File: src/rtl/kbd_port_glue.sv
module kbd_port_glue #(
  parameter int ROWS    = 10,
  parameter int COLS    = 8,
  parameter int SEL_BIT = 11
) (
  input  logic        clk,
  input  logic        rst_n,
  input  logic        key_valid,
  input  logic        key_press,
  input  logic [7:0]  key_code,
  input  logic [15:0] io_addr,
  input  logic        io_wr,
  input  logic        io_rd,
  input  logic [7:0]  io_wdata,
  output logic [7:0]  io_rdata,
  input  logic [7:0]  snd_rdata,
  output logic [7:0]  snd_wdata,
  output logic        snd_bdir,
  output logic        snd_bc1,
  output logic [COLS-1:0] snd_port_in,
  output logic        tape_motor,
  output logic        tape_out,
  input  logic        tape_in,
  input  logic        vsync
);
  localparam int CW = $clog2(COLS);

  logic [ROWS-1:0][COLS-1:0] mtx;
  logic [7:0] ctl_q, dat_q;
  logic [3:0] key_row;
  logic [CW-1:0] key_col;
  logic       sel;
  logic [1:0] regno;
  logic [3:0] row_sel;

  assign key_row = key_code[7:4];
  assign key_col = key_code[CW-1:0];
  assign sel     = ~io_addr[SEL_BIT];
  assign regno   = io_addr[9:8];
  assign row_sel = ctl_q[3:0];

  // one register row per matrix line
  for (genvar r = 0; r < ROWS; r++) begin : g_row
    always_ff @(posedge clk) begin
      if (!rst_n)
        mtx[r] <= '1;
      else if (key_valid && key_row == 4'(r))
        mtx[r][key_col] <= ~key_press;
    end
  end

  always_ff @(posedge clk) begin
    if (!rst_n) begin
      ctl_q <= '0;
      dat_q <= '0;
    end else if (io_wr && sel) begin
      if (regno == 2'd0) dat_q <= io_wdata;
      if (regno == 2'd2) ctl_q <= io_wdata;
    end
  end

  assign snd_port_in = (int'(row_sel) < ROWS) ? mtx[row_sel] : '1;
  assign tape_motor  = ctl_q[4];
  assign tape_out    = ctl_q[5];
  assign snd_bc1     = ctl_q[6];
  assign snd_bdir    = ctl_q[7];
  assign snd_wdata   = dat_q;

  always_comb begin
    io_rdata = 8'hFF;
    if (io_rd && sel) begin
      case (regno)
        2'd0:    io_rdata = snd_rdata;
        2'd1:    io_rdata = {tape_in, 6'b111111, vsync};
        default: io_rdata = 8'hFF;
      endcase
    end
  end

  a_r2_key_update: assert property (@(posedge clk) disable iff (!rst_n)
    (key_valid && int'(key_row) < ROWS) |=>
      mtx[$past(key_row)][$past(key_col)] == ~$past(key_press));

  a_r2_bad_row: assert property (@(posedge clk) disable iff (!rst_n)
    (key_valid && int'(key_row) >= ROWS) |=> $stable(mtx));

  a_r4_ctl_latch: assert property (@(posedge clk) disable iff (!rst_n)
    (io_wr && !io_addr[SEL_BIT] && io_addr[9:8] == 2'd2) |=>
      (tape_motor == $past(io_wdata[4]) && snd_bdir == $past(io_wdata[7])));

  a_r7_data_latch: assert property (@(posedge clk) disable iff (!rst_n)
    (io_wr && !io_addr[SEL_BIT] && io_addr[9:8] == 2'd0) |=> snd_wdata == $past(io_wdata));

  a_r8_unsel_write: assert property (@(posedge clk) disable iff (!rst_n)
    (io_wr && io_addr[SEL_BIT]) |=> ($stable(snd_wdata) && $stable(ctl_q)));

  a_r9_idle_read: assert property (@(posedge clk) disable iff (!rst_n)
    !io_rd |-> io_rdata == 8'hFF);
endmodule

File: config.mk
export PLATFORM = sky130hd
export DESIGN_NAME = kbd_port_glue
export DESIGN_NICKNAME = d
export VERILOG_FILES = /design/src/rtl/kbd_port_glue.sv
export SDC_FILE = /design/constraint.sdc
export NUM_CORES = 1
export LEC_CHECK = 0
export ABC_CLOCK_PERIOD_IN_PS = 4100
export CORE_ASPECT_RATIO = 0.6
export CORE_UTILIZATION = 40
export DETAILED_ROUTE_END_ITERATION = 8
export DONT_BUFFER_PORTS = 1
export GPL_TIMING_DRIVEN = 0
export PLACE_DENSITY = 0.52
export RECOVER_POWER = 25
export SLEW_MARGIN = 5
export SYNTH_ARGS = -nofsm -noshare
export SYNTH_HDL_FRONTEND = slang
export SYNTH_SLANG_ARGS = --single-unit
File: constraint.sdc
create_clock -name clk -period 4.1 [get_ports clk]
set_clock_uncertainty 0.15 [all_clocks]
set_input_delay 0.615 -clock clk [delete_from_list [all_inputs] [get_ports clk]]
set_output_delay 0.615 -clock clk [all_outputs]
set_load 0.01 [all_outputs]
; After elaboration in Yosys (flattened, before gate mapping)
; Index checks and enable logic that the tools add are counted.
[classes]
n_eq_ne = 11
muxes = 17
n_reduce_logical = 17
bitwise = 2
order_cmp = 4
[op_table]
columns = operator, count
row1 = bitwise mux 8 bit, 10
row2 = binary-select mux 8 bit (select 4 bit), 1
row3 = 2-to-1 mux 8 bit, 3
row4 = equality test 4 x 3 -> 1 bit (second input constant), 4
row5 = case mux 8 bit (2 select lines), 1
row6 = logical AND 1 bit, 13
row7 = equality test 4 x 2 -> 1 bit (second input constant), 2
row8 = equality test 4 bit (second input constant), 2
row9 = less-than comparator 4 x 5 -> 1 bit (second input constant), 1
row10 = equality test 4 x 1 -> 1 bit (second input constant), 1
row11 = logical NOT 4 bit, 1
row12 = less-than comparator 3 x 4 -> 1 bit (second input constant), 1
row13 = less-than comparator 4 bit (second input constant), 1
row14 = AND reduction 2 bit, 2
row15 = demux 1 bit (select 3 bit), 1
row16 = greater-or-equal comparator 3 x 1 -> 1 bit (second input constant), 1
row17 = equality test 2 x 1 -> 1 bit (second input constant), 1
row18 = equality test 2 bit (second input constant), 1
row19 = logical NOT 2 bit, 1
row20 = NOT 1 bit, 2
row21 = 2-to-1 mux 1 bit, 1
[word_totals]
output_inout_bits = 28
wordCells = 63
inputBits = 48
ff_bits = 96

; Logic depth before layout (Yosys ltp)
; Gate-level depths: netlist of the first run.
[logic_depth]
word_depth = 5
mapped_depth = 6
mapped_depth_nobuf = 4

; Least setup slack after synthesis of the first run
; No wires, ideal clock.
[synth_path]
path_kind = input to output
from = input port io_addr[9]
to = output port io_rdata[1]
cell_stages = 3
required_time_ps = 3335
n_path_buf = 0
arrival_time_ps = 1336
slack_ps = 1999
path_cell_list = nor3b_1 -> nor2b_1 -> nand2b_1
[synth_between]
elab_chain_cells = 3
word_cells_on_any_way = 4
classes_between = eq/ne (1) / mux (2) / reduce/logical (1)
[synth_rtl]
columns = element, line_no
row1 = start: declaration, 11  ; input logic [15:0] io_addr,
row2 = equality test 2 x 1 -> 1 bit or logical NOT 2 bit (tied branches), 72  ; case (regno)
row3 = case mux 8 bit (2 select lines) *, 72
row4 = 2-to-1 mux 8 bit *, 71  ; if (io_rd && sel) begin
row5 = end: declaration, 15  ; output logic [7:0] io_rdata,
; Mark *: on every way between the ends. The rest lies on a longest branch, timed or not.

; Worst setup path after layout of the first run
[layout_path]
from = register ctl_q[0]
to = output port snd_port_in[2]
[layout_between]
elab_chain_cells = 3
word_cells_on_any_way = 4
classes_between = order compare (1) / mux (3)
[layout_rtl]
columns = element, line_no
row1 = start: declaration, 29  ; logic [7:0] ctl_q, dat_q;
row2 = start signal: assignment, 58  ; if (regno == 2'd2) ctl_q <= io_wdata;
row3 = binary-select mux 8 bit (select 4 bit), 62  ; assign snd_port_in = (int'(row_sel) < ROWS) ? mtx[row_sel] : '1;
row4 = 2-to-1 mux 8 bit (not written as such), 62
row5 = 2-to-1 mux 8 bit *, 62
row6 = end: declaration, 20  ; output logic [COLS-1:0] snd_port_in,
; Mark *: on every way between the ends. The rest lies on a longest branch, timed or not. The select of a mux whose other input is x is not followed.

==> results of run 1 <==
cells by family after synthesis:
family / after synthesis
compound gates: 200
simple gates: 81
buf+inv: 54
flops: 96
mux: 36
critical path: stages (launching register included):
cell and delay (ps):
dfxtp_1 310, buf_4 180, clkbuf_1 730, mux2i_1 320, nand2_1 80, a31oi_1 290, a21oi_1 140
registers in the layout, summed over array words and instances, names as in the netlist:
name,cells
mtx,80
ctl_q,8
snd_wdata,8
final cells by class:
type                            instances  area, um2
Fill cell                            1074       5790
Multi-Input combinational cell        317       2240
Sequential cell                        96       1920
Buffer                                 54        229
Clock buffer                            9        225
Tap cell                              139        174
Clock inverter                          6       83.8
layer usage:
layer	track usage [%]	vias up	part of all wire (%)
li1	-	1835	-
met1	41.9	1961	51
met2	34.8	169	39
met3	5.98	9	9.2
met4	5.93	0	0.88
met5	0	-	0
where the power goes:
| part | switching [mW] | internal [mW] | leakage, nW |
|---|---|---|---|
| sequential | 0.00447 | 0.938 | 0.778 |
| clock | 0.380 | 0.531 | 0.155 |
| combinational | 0.0905 | 0.0305 | 0.509 |
| total | 0.475 | 1.50 | 1.44 |
stage by stage:
step	instance area, um2	hold WS (ps)	cells
after floorplan	4420	303	467
after global placement	4590	322	606
after detailed placement	4590	327	606
after CTS	4900	254	621
after global routing	4880	261	621
final	4880	254	621
placed cells by master (no fill, tap or decap), types with 2 or more instances in the layout:
cell type  instances
dfxtp_1           96
o21ai_0           76
nand2_1           44
o311ai_1          44
o311ai_0          36
clkbuf_1          34
mux2i_1           18
a21boi_0          16
a22oi_1           14
mux2_2            12
clkbuf_16          9
a21oi_1            8
buf_2              8
buf_1              8
mux4_2             6
nand2b_1           6
nand3_1            5
nor2_1             4
nor2b_1            4
nand3b_1           4
o21ai_1            4
clkinv_2           3
buf_4              2
a31oi_1            2
and3b_1            2
nand2_2            2
bufinv_16          2
how the worst max path moves through the flow:
stage                           from             end  depth (start not counted)
after floorplan           io_addr[9]     io_rdata[1]                          3
after global placement      ctl_q[1]  snd_port_in[1]                          4
after detailed placement    ctl_q[1]  snd_port_in[1]                          4
after CTS                   ctl_q[1]  snd_port_in[1]                          4
after global routing        ctl_q[0]  snd_port_in[2]                          6
final                       ctl_q[0]  snd_port_in[2]                          6
==> run_results.csv, run 1 <==
group,metric,value,unit
outcome,status,"finished, violations left",
outcome,violations,"capacitance limit, slew limit",
synth,syn-cell-area,4420,um2
worst_setup_path,critPathLaunchType,"flop",
finish,drive_gt1_share,10.4,%
floorplanning,initial_utilization,41.4,%
synth,synthFlopType,"dfxtp_1",
finish,area_delta_synth_final,10.4,%
clocking,clockBufferDepth,2,
hold_path,holdPathEnd,"snd_wdata[2]",
synth,synth_fa_ha_area_share,0,%
sta,rsz0062_at_grt,"false",
clocking,clkSinkCount,96,
floorplanning,io_pins,76,
finish,diodes,0,
synth,synth_compound_area_share,31.2,%
drt,first_pass_iters,5,
clocking,cts_setup_buffers,0,
clocking,ctsRootBufferMaster,"clkbuf_16",
synth,ys_top_cells_by_count,"dfxtp_1, o21ai_0, o311ai_1",
worst_setup_path,rr_startpoint,"ctl_q[0]",
sta,clock.fmax,0.317,GHz
sta,maxSlewHeadroom,-0.639,%
drt,wl,14200,um
place,hpwl,10400,um
synth,post-synth-top-count-cell,"dfxtp_1",
floorplanning,die_h,83.4,um
drt,vias_per_cell,6.40,
finish,nNetsFinal,526,
synth,synth_top_area_share,43.5,%
clocking,numCtsBuffers,9,
sta,setup_violations,0,
power,fin_total_pwr,1.97,mW
hold_path,min_from,"io_wdata[2]",
synth,synth-seq-cells,96,
synth,async_flop_share,0,%
synth,ys_seq_area_share,43.5,%
worst_setup_path,reg2reg_slack,2390,ps
clocking,insertion_delay,350,ps
synth,ys_top_cells_by_area,"dfxtp_1, o311ai_1, o21ai_0",
synth,yosys.area.top_type,"dfxtp_1",
worst_setup_path,critPathCaptureType,"output pin",
clocking,cts.hold.buffers_added,0,
synth,synth_warnings,0,
worst_setup_path,cp_data_arrival_time,2390,ps
sta,fin_ws,941,ps
power,p_per_area,405,nW/um2
synth,synthMuxAreaShare,10.2,%
drt,ant_nets,0,
place,pre_cts_ws,1510,ps
floorplanning,rows,29,
global_routing,grt_max_degree,16,
place,gp_congestion,0.808,
synth,synth-xor-area-share,0,%
worst_setup_path,reg2reg_depth,4,
synth,syn_nets,515,
power,irDropWorstVdd,0.000268,V
synth,synth_edf_count,0,
finish,fin_util,45.7,%
synth,synth_top_family_by_area,"compound AO/OA/AOI/OAI gates",
sta,maxSlewViolCount,1,
synth,synth_cell_types,37,
synth,syn_avg_cell_area,9.46,um2
sta,final_hold_viol_count,0,
global_routing,overflow,0,
clocking,cts_tree,"done",
hold_path,whs_path_depth,2,
floorplanning,die_w,138,um
worst_setup_path,cp_data_required_time,3340,ps
drt,drc,0,
global_routing,antenna_found_initial,0,
floorplanning,die-area,11500,um2
worst_setup_path,crit_path_max_fanout,10,
drt,wl_per_cell,22.9,um
power,p_leak,1.44,nW
sta,finalCritPeriodShare,77.0,%
place,io_buffers,0,
clocking,clkSlewWorstSetupHoldPaths,70,ps
global_routing,grtUsageTotal,26.3,%
sta,finalCriticalPeriod,3160,ps
clocking,cts.repair.resized,0,
sta,worstMarginPinSlew,1490,ps
clocking,htree_levels,3,
worst_setup_path,r2r-end,"ctl_q[0]",
flow_run,max_cap_violations,1,
global_routing,grt_pass1_wl,22100,um
drt,drtIter0Drc,302,
sta,fin_setup_tns,0,ps
worst_setup_path,crit_type,"reg2out",
hold_path,min_path_type,"in2reg",
floorplanning,coreArea,10700,um2
synth,syn_inst,467,
synth,synth-simple-area-share,9.77,%
drt,vias,3974,
global_routing,grt_pass1_vias,3737,
Note: power is estimated with default switching activity, not from simulation.
==> inputs of run 2 (changes only) <==
--- a/config.mk
+++ b/config.mk
@@ -5,7 +5,7 @@
 export SDC_FILE = /design/constraint.sdc
 export NUM_CORES = 1
 export LEC_CHECK = 0
-export ABC_CLOCK_PERIOD_IN_PS = 4100
+export ABC_CLOCK_PERIOD_IN_PS = 3000
 export CORE_ASPECT_RATIO = 0.6
 export CORE_UTILIZATION = 40
 export DETAILED_ROUTE_END_ITERATION = 8
==> constraint.sdc (replaced) <==
create_clock -name clk -period 3 [get_ports clk]
set_clock_uncertainty 0.15 [all_clocks]
set_input_delay 0.45 -clock clk [delete_from_list [all_inputs] [get_ports clk]]
set_output_delay 0.45 -clock clk [all_outputs]
set_load 0.01 [all_outputs]
==> run 2 against run 1 <==
Effect of this change:
- the flow now finishes without violations
- register-to-register slack lost 770 ps
- routed wire length shrank 0.25%
- worst setup slack lost 790 ps
- core utilization is the same
- design area is the same
- sequential share of layout area is the same
- critical path type unchanged
==> run_results.csv, run 2 (synthesized netlist as in run 1, its figures left out) <==
group,metric,value,unit
place,io_buffers,0,
global_routing,overflow,0,
finish,layout_commonest_cell,"dfxtp_1",
worst_setup_path,critPathCaptureType,"output pin",
drt,wl_per_cell,22.9,um
power,p_per_area,553,nW/um2
worst_setup_path,rr_startpoint,"ctl_q[1]",
outcome,status,"completed",
sta,worstMarginPinSlew,1450,ps
sta,maxSlewViolCount,0,
worst_setup_path,cp_data_arrival_time,2250,ps
worst_setup_path,r2r-end,"ctl_q[1]",
worst_setup_path,cpMaxStageDelayCell,"nor2_1",
finish,drive_gt1_share,10.4,%
clocking,clockBufferDepth,2,
finish,nNetsFinal,526,
global_routing,grt_pass1_wl,22100,um
sta,clock.fmax,0.351,GHz
finish,layout_common_cells,"dfxtp_1, o21ai_0, nand2_1, o311ai_1, o311ai_0",
power,p_leak,1.44,nW
clocking,cts.hold.buffers_added,0,
worst_setup_path,crit_path_max_fanout,9,
drt,drc,0,
clocking,insertion_delay,340,ps
floorplanning,coreArea,10700,um2
drt,vias,3980,
worst_setup_path,crit_family,"simple AND/OR/NAND/NOR gates",
clocking,clkSinkCount,96,
finish,area_delta_synth_final,10.4,%
clocking,cts_tree,"done",
global_routing,grt_max_degree,16,
finish,diodes,0,
global_routing,antenna_found_initial,0,
place,hpwl,10400,um
sta,setup_violations,0,
clocking,cts.repair.resized,0,
worst_setup_path,crit_chain,"nor2_1 > and2_1 > clkbuf_1 > a22oi_1",
global_routing,grtUsageTotal,26.3,%
hold_path,min_path_type,"in2reg",
worst_setup_path,cp_data_required_time,2400,ps
sta,final_hold_viol_count,0,
global_routing,grt_pass1_vias,3737,
worst_setup_path,slowest_delay,650,ps
flow_run,max_cap_violations,0,
sta,finalCritPeriodShare,95.0,%
clocking,ctsRootBufferMaster,"clkbuf_16",
drt,ant_nets,0,
drt,drtIter0Drc,299,
finish,fillCellCount,1074,
floorplanning,rows,29,
place,gp_congestion,0.808,
drt,route.met2.wl,5580,um
clocking,htree_levels,3,
drt,wl_met1,7340,um
sta,finalCriticalPeriod,2850,ps
floorplanning,io_pins,76,
worst_setup_path,reg2reg_depth,3,
clocking,cts_setup_buffers,0,
sta,maxSlewHeadroom,2.11,%
floorplanning,die_h,83.4,um
drt,first_pass_iters,7,
drt,vias_per_cell,6.41,
floorplanning,die-area,11500,um2
hold_path,holdPathEnd,"ctl_q[5]",
worst_setup_path,critPathLaunchType,"flop",
floorplanning,initial_utilization,41.4,%
worst_setup_path,reg2reg_slack,1620,ps
place,placed_area,4590,um2
clocking,clkSlewWorstSetupHoldPaths,70,ps
hold_path,whs_path_depth,2,
worst_setup_path,crit_type,"reg2out",
floorplanning,die_w,138,um
finish,design_area,4880,um2
drt,top_layer,"met4",
finish,top_register,"mtx",
finish,largest_reg_flops,80,
power,irDropWorstVdd,0.000370,V
worst_setup_path,critPathBufInv,1,
drt,met3_length,1150,um
sta,rsz0062_at_grt,"false",
sta,fin_setup_tns,0,ps
clocking,numCtsBuffers,9,
hold_path,min_from,"io_wdata[5]",
drt,wl,14200,um
## run 2: cell counts in the layout (fill, tap and decap cells not counted)
Identical to the previous run, type by type.
## run 2: layout make-up
cell class / count / area (um2) / area share (%)
clock inverter: 6 / 83.8 / 1.72
clock buffer: 9 / 225 / 4.62
buffer: 54 / 229 / 4.69
sequential: 96 / 1920 / 39.4
tap: 139 / 174 / 3.57
multi-input combinational: 317 / 2240 / 46.0
## run 2: how the worst max path moves through the flow
| stage | cells after the start | slack (ps) | startpoint | endpoint |
|---|---|---|---|---|
| after global placement | 4 | 580 | ctl_q[1] | snd_port_in[1] |
| after floorplan | 4 | 1070 | ctl_q[1] | snd_port_in[5] |
| after detailed placement | 4 | 570 | ctl_q[1] | snd_port_in[1] |
| final | 4 | 150 | ctl_q[1] | snd_port_in[1] |
| after CTS | 4 | 190 | ctl_q[1] | snd_port_in[1] |
| after global routing | 4 | 60 | ctl_q[1] | snd_port_in[5] |
## run 2: report_power, final
part           leakage [nW]  internal, mW  total [mW]  switching, mW
registers             0.778          1.28        1.29        0.00611
logic                 0.509        0.0417       0.165          0.123
clock network         0.155         0.725        1.24          0.517
total                  1.44          2.05        2.70          0.646
## run 2: metrics by stage
step / utilization [%] / hold WS (ps) / instances / total power [mW] / setup WS [ps]
after global placement: 43.1 / 322 / 606 / 1.48 / 575
final: 45.7 / 90.9 / 621 / 2.70 / 151
after CTS: 46.0 / 88.8 / 621 / 2.70 / 193
after floorplan: - / 303 / 467 / 1.42 / 1070
after global routing: 45.7 / 96.1 / 621 / 2.76 / 62.2
after detailed placement: 43.1 / 327 / 606 / 1.48 / 570
## run 2: per-layer routing
layer	vias to the layer above	GRT usage (%)
met5	-	0
met4	0	5.93
met3	12	5.98
met2	157	34.8
met1	1974	41.9
li1	1837	-
==> inputs of run 3 (changes only) <==
--- a/config.mk
+++ b/config.mk
@@ -6,7 +6,8 @@
 export NUM_CORES = 1
 export LEC_CHECK = 0
 export ABC_CLOCK_PERIOD_IN_PS = 3000
-export CORE_ASPECT_RATIO = 0.6
+export CORE_ASPECT_RATIO = 0.5
+export CORE_MARGIN = 3
 export CORE_UTILIZATION = 40
 export DETAILED_ROUTE_END_ITERATION = 8
 export DONT_BUFFER_PORTS = 1
==> run 3 against run 2 <==
Effect of this change:
- clock power rose by 3%
- register-to-register slack improved by 20 ps
- design area rose by 0.33%
- non-clock buffer count did not move
- die area rose by 8.1%
- routed wire length rose by 4.1%
- cell count rose by 0.32%
- worst setup slack improved by 88 ps
- first-iteration DRC count rose by 10%
- core utilization rose by 1.0 points
- largest cell class unchanged
==> run_results.csv, run 3 (synthesized netlist as in run 1, its figures left out) <==
group,metric,value,unit
global_routing,grt_pass1_vias,3792,
clocking,cts_tree,"done",
worst_setup_path,reg2reg_slack,1640,ps
floorplanning,io_pins,76,
sta,clock.fmax,0.362,GHz
sta,finalCriticalPeriod,2760,ps
global_routing,grt_pass1_wl,22400,um
sta,fin_setup_tns,0,ps
clocking,ctsRootBufferMaster,"clkbuf_16",
finish,drive_gt1_share,10.8,%
finish,fillCellCount,1031,
place,io_buffers,0,
clocking,numCtsBuffers,9,
worst_setup_path,critPathCaptureType,"output pin",
clocking,cts.hold.buffers_added,0,
clocking,clkSinkCount,96,
global_routing,overflow,0,
sta,fin_ws,239,ps
finish,diodes,0,
worst_setup_path,slowest_delay,630,ps
clocking,clockBufferDepth,2,
sta,worstMarginPinSlew,1280,ps
hold_path,min_path_type,"in2reg",
worst_setup_path,crit_path_max_fanout,9,
finish,fin_util,46.7,%
place,dpl.cell_count,607,
drt,vias_per_cell,6.37,
worst_setup_path,cp_data_required_time,2400,ps
floorplanning,initial_utilization,42.2,%
sta,timing.hold.ws,86.0,ps
drt,drc,0,
floorplanning,die_h,80.3,um
drt,wl_per_cell,23.7,um
power,fin_total_pwr,2.73,mW
finish,design_area,4890,um2
floorplanning,coreArea,10500,um2
drt,wl,14800,um
finish,largest_reg_flops,80,
worst_setup_path,cpMaxStageDelayCell,"nor2_1",
sta,maxSlewHeadroom,13.7,%
finish,multi_input_area,2240,um2
global_routing,grtUsageTotal,24.0,%
worst_setup_path,crit_chain,"nor2_1 > and2_1 > clkbuf_1 > a22oi_1",
finish,layout_common_cells,"dfxtp_1, o21ai_0, nand2_1, o311ai_1, o311ai_0",
floorplanning,rows,26,
clocking,htree_levels,3,
sta,maxSlewViolCount,0,
worst_setup_path,cp_data_arrival_time,2160,ps
global_routing,antenna_found_initial,0,
worst_setup_path,critPathLaunchType,"flop",
place,hpwl,10300,um
finish,top_register,"mtx",
power,p_leak,1.44,nW
sta,rsz0062_at_grt,"false",
drt,drtIter0Drc,329,
finish,layout_commonest_cell,"dfxtp_1",
sta,final_hold_viol_count,0,
drt,ant_nets,0,
finish,area_delta_synth_final,10.7,%
global_routing,grt_max_degree,17,
clocking,cts.repair.resized,0,
finish,nNetsFinal,526,
outcome,status,"completed",
drt,first_pass_iters,5,
flow_run,max_cap_violations,0,
power,p_per_area,559,nW/um2
place,gp_congestion,0.829,
place,placed_area,4590,um2
drt,vias,3970,
power,irDropWorstVdd,0.000280,V
sta,setup_violations,0,
clocking,cts_setup_buffers,0,
clocking,insertion_delay,350,ps
sta,finalCritPeriodShare,92.0,%
floorplanning,die_w,155,um
clocking,clkSlewWorstSetupHoldPaths,70,ps
place,pre_cts_ws,641,ps
worst_setup_path,crit_type,"reg2out",
finish,stdcell_count,623,
finish,seq_area,1920,um2
floorplanning,die-area,12400,um2
-- run 3: layer usage --
metal / part of all wire, % / global-route usage, % / up-vias
li1: - / - / 1831
met1: 47 / 32.8 / 1935
met2: 42 / 37.3 / 196
met3: 10 / 8.83 / 8
met4: 0.61 / 3.70 / 0
met5: 0 / 0 / -
-- run 3: worst paths after layout --
| path | start | endpoint | cells after the start |
|---|---|---|---|
| worst min register to register | mtx[55] | mtx[55] | 2 |
| worst max-delay path | ctl_q[1] | snd_port_in[1] | 4 |
| worst max register to register | ctl_q[0] | ctl_q[0] | 4 |
| worst min-delay path | io_wdata[5] | snd_wdata[5] | 2 |
-- run 3: cell type report --
class / instances / share of cell area, %
Tap cell: 140 / 3.58
Multi-Input combinational cell: 317 / 45.7
Buffer: 54 / 4.70
Clock inverter: 6 / 1.84
Clock buffer: 10 / 4.88
Sequential cell: 96 / 39.3
-- run 3: critical path: cells and delay by family (launching register included) --
family / cells / cell delay [ps]
and+or+nand+nor: 2 / 850
buffers and inverters: 1 / 370
DFF: 1 / 320
AOI/OAI and AO/OA: 1 / 260
-- run 3: report_power, final --
group	internal, mW	switching (mW)	total, mW
Sequential	1.28	0.00664	1.29
Combinational	0.0410	0.123	0.164
Clock	0.757	0.524	1.28
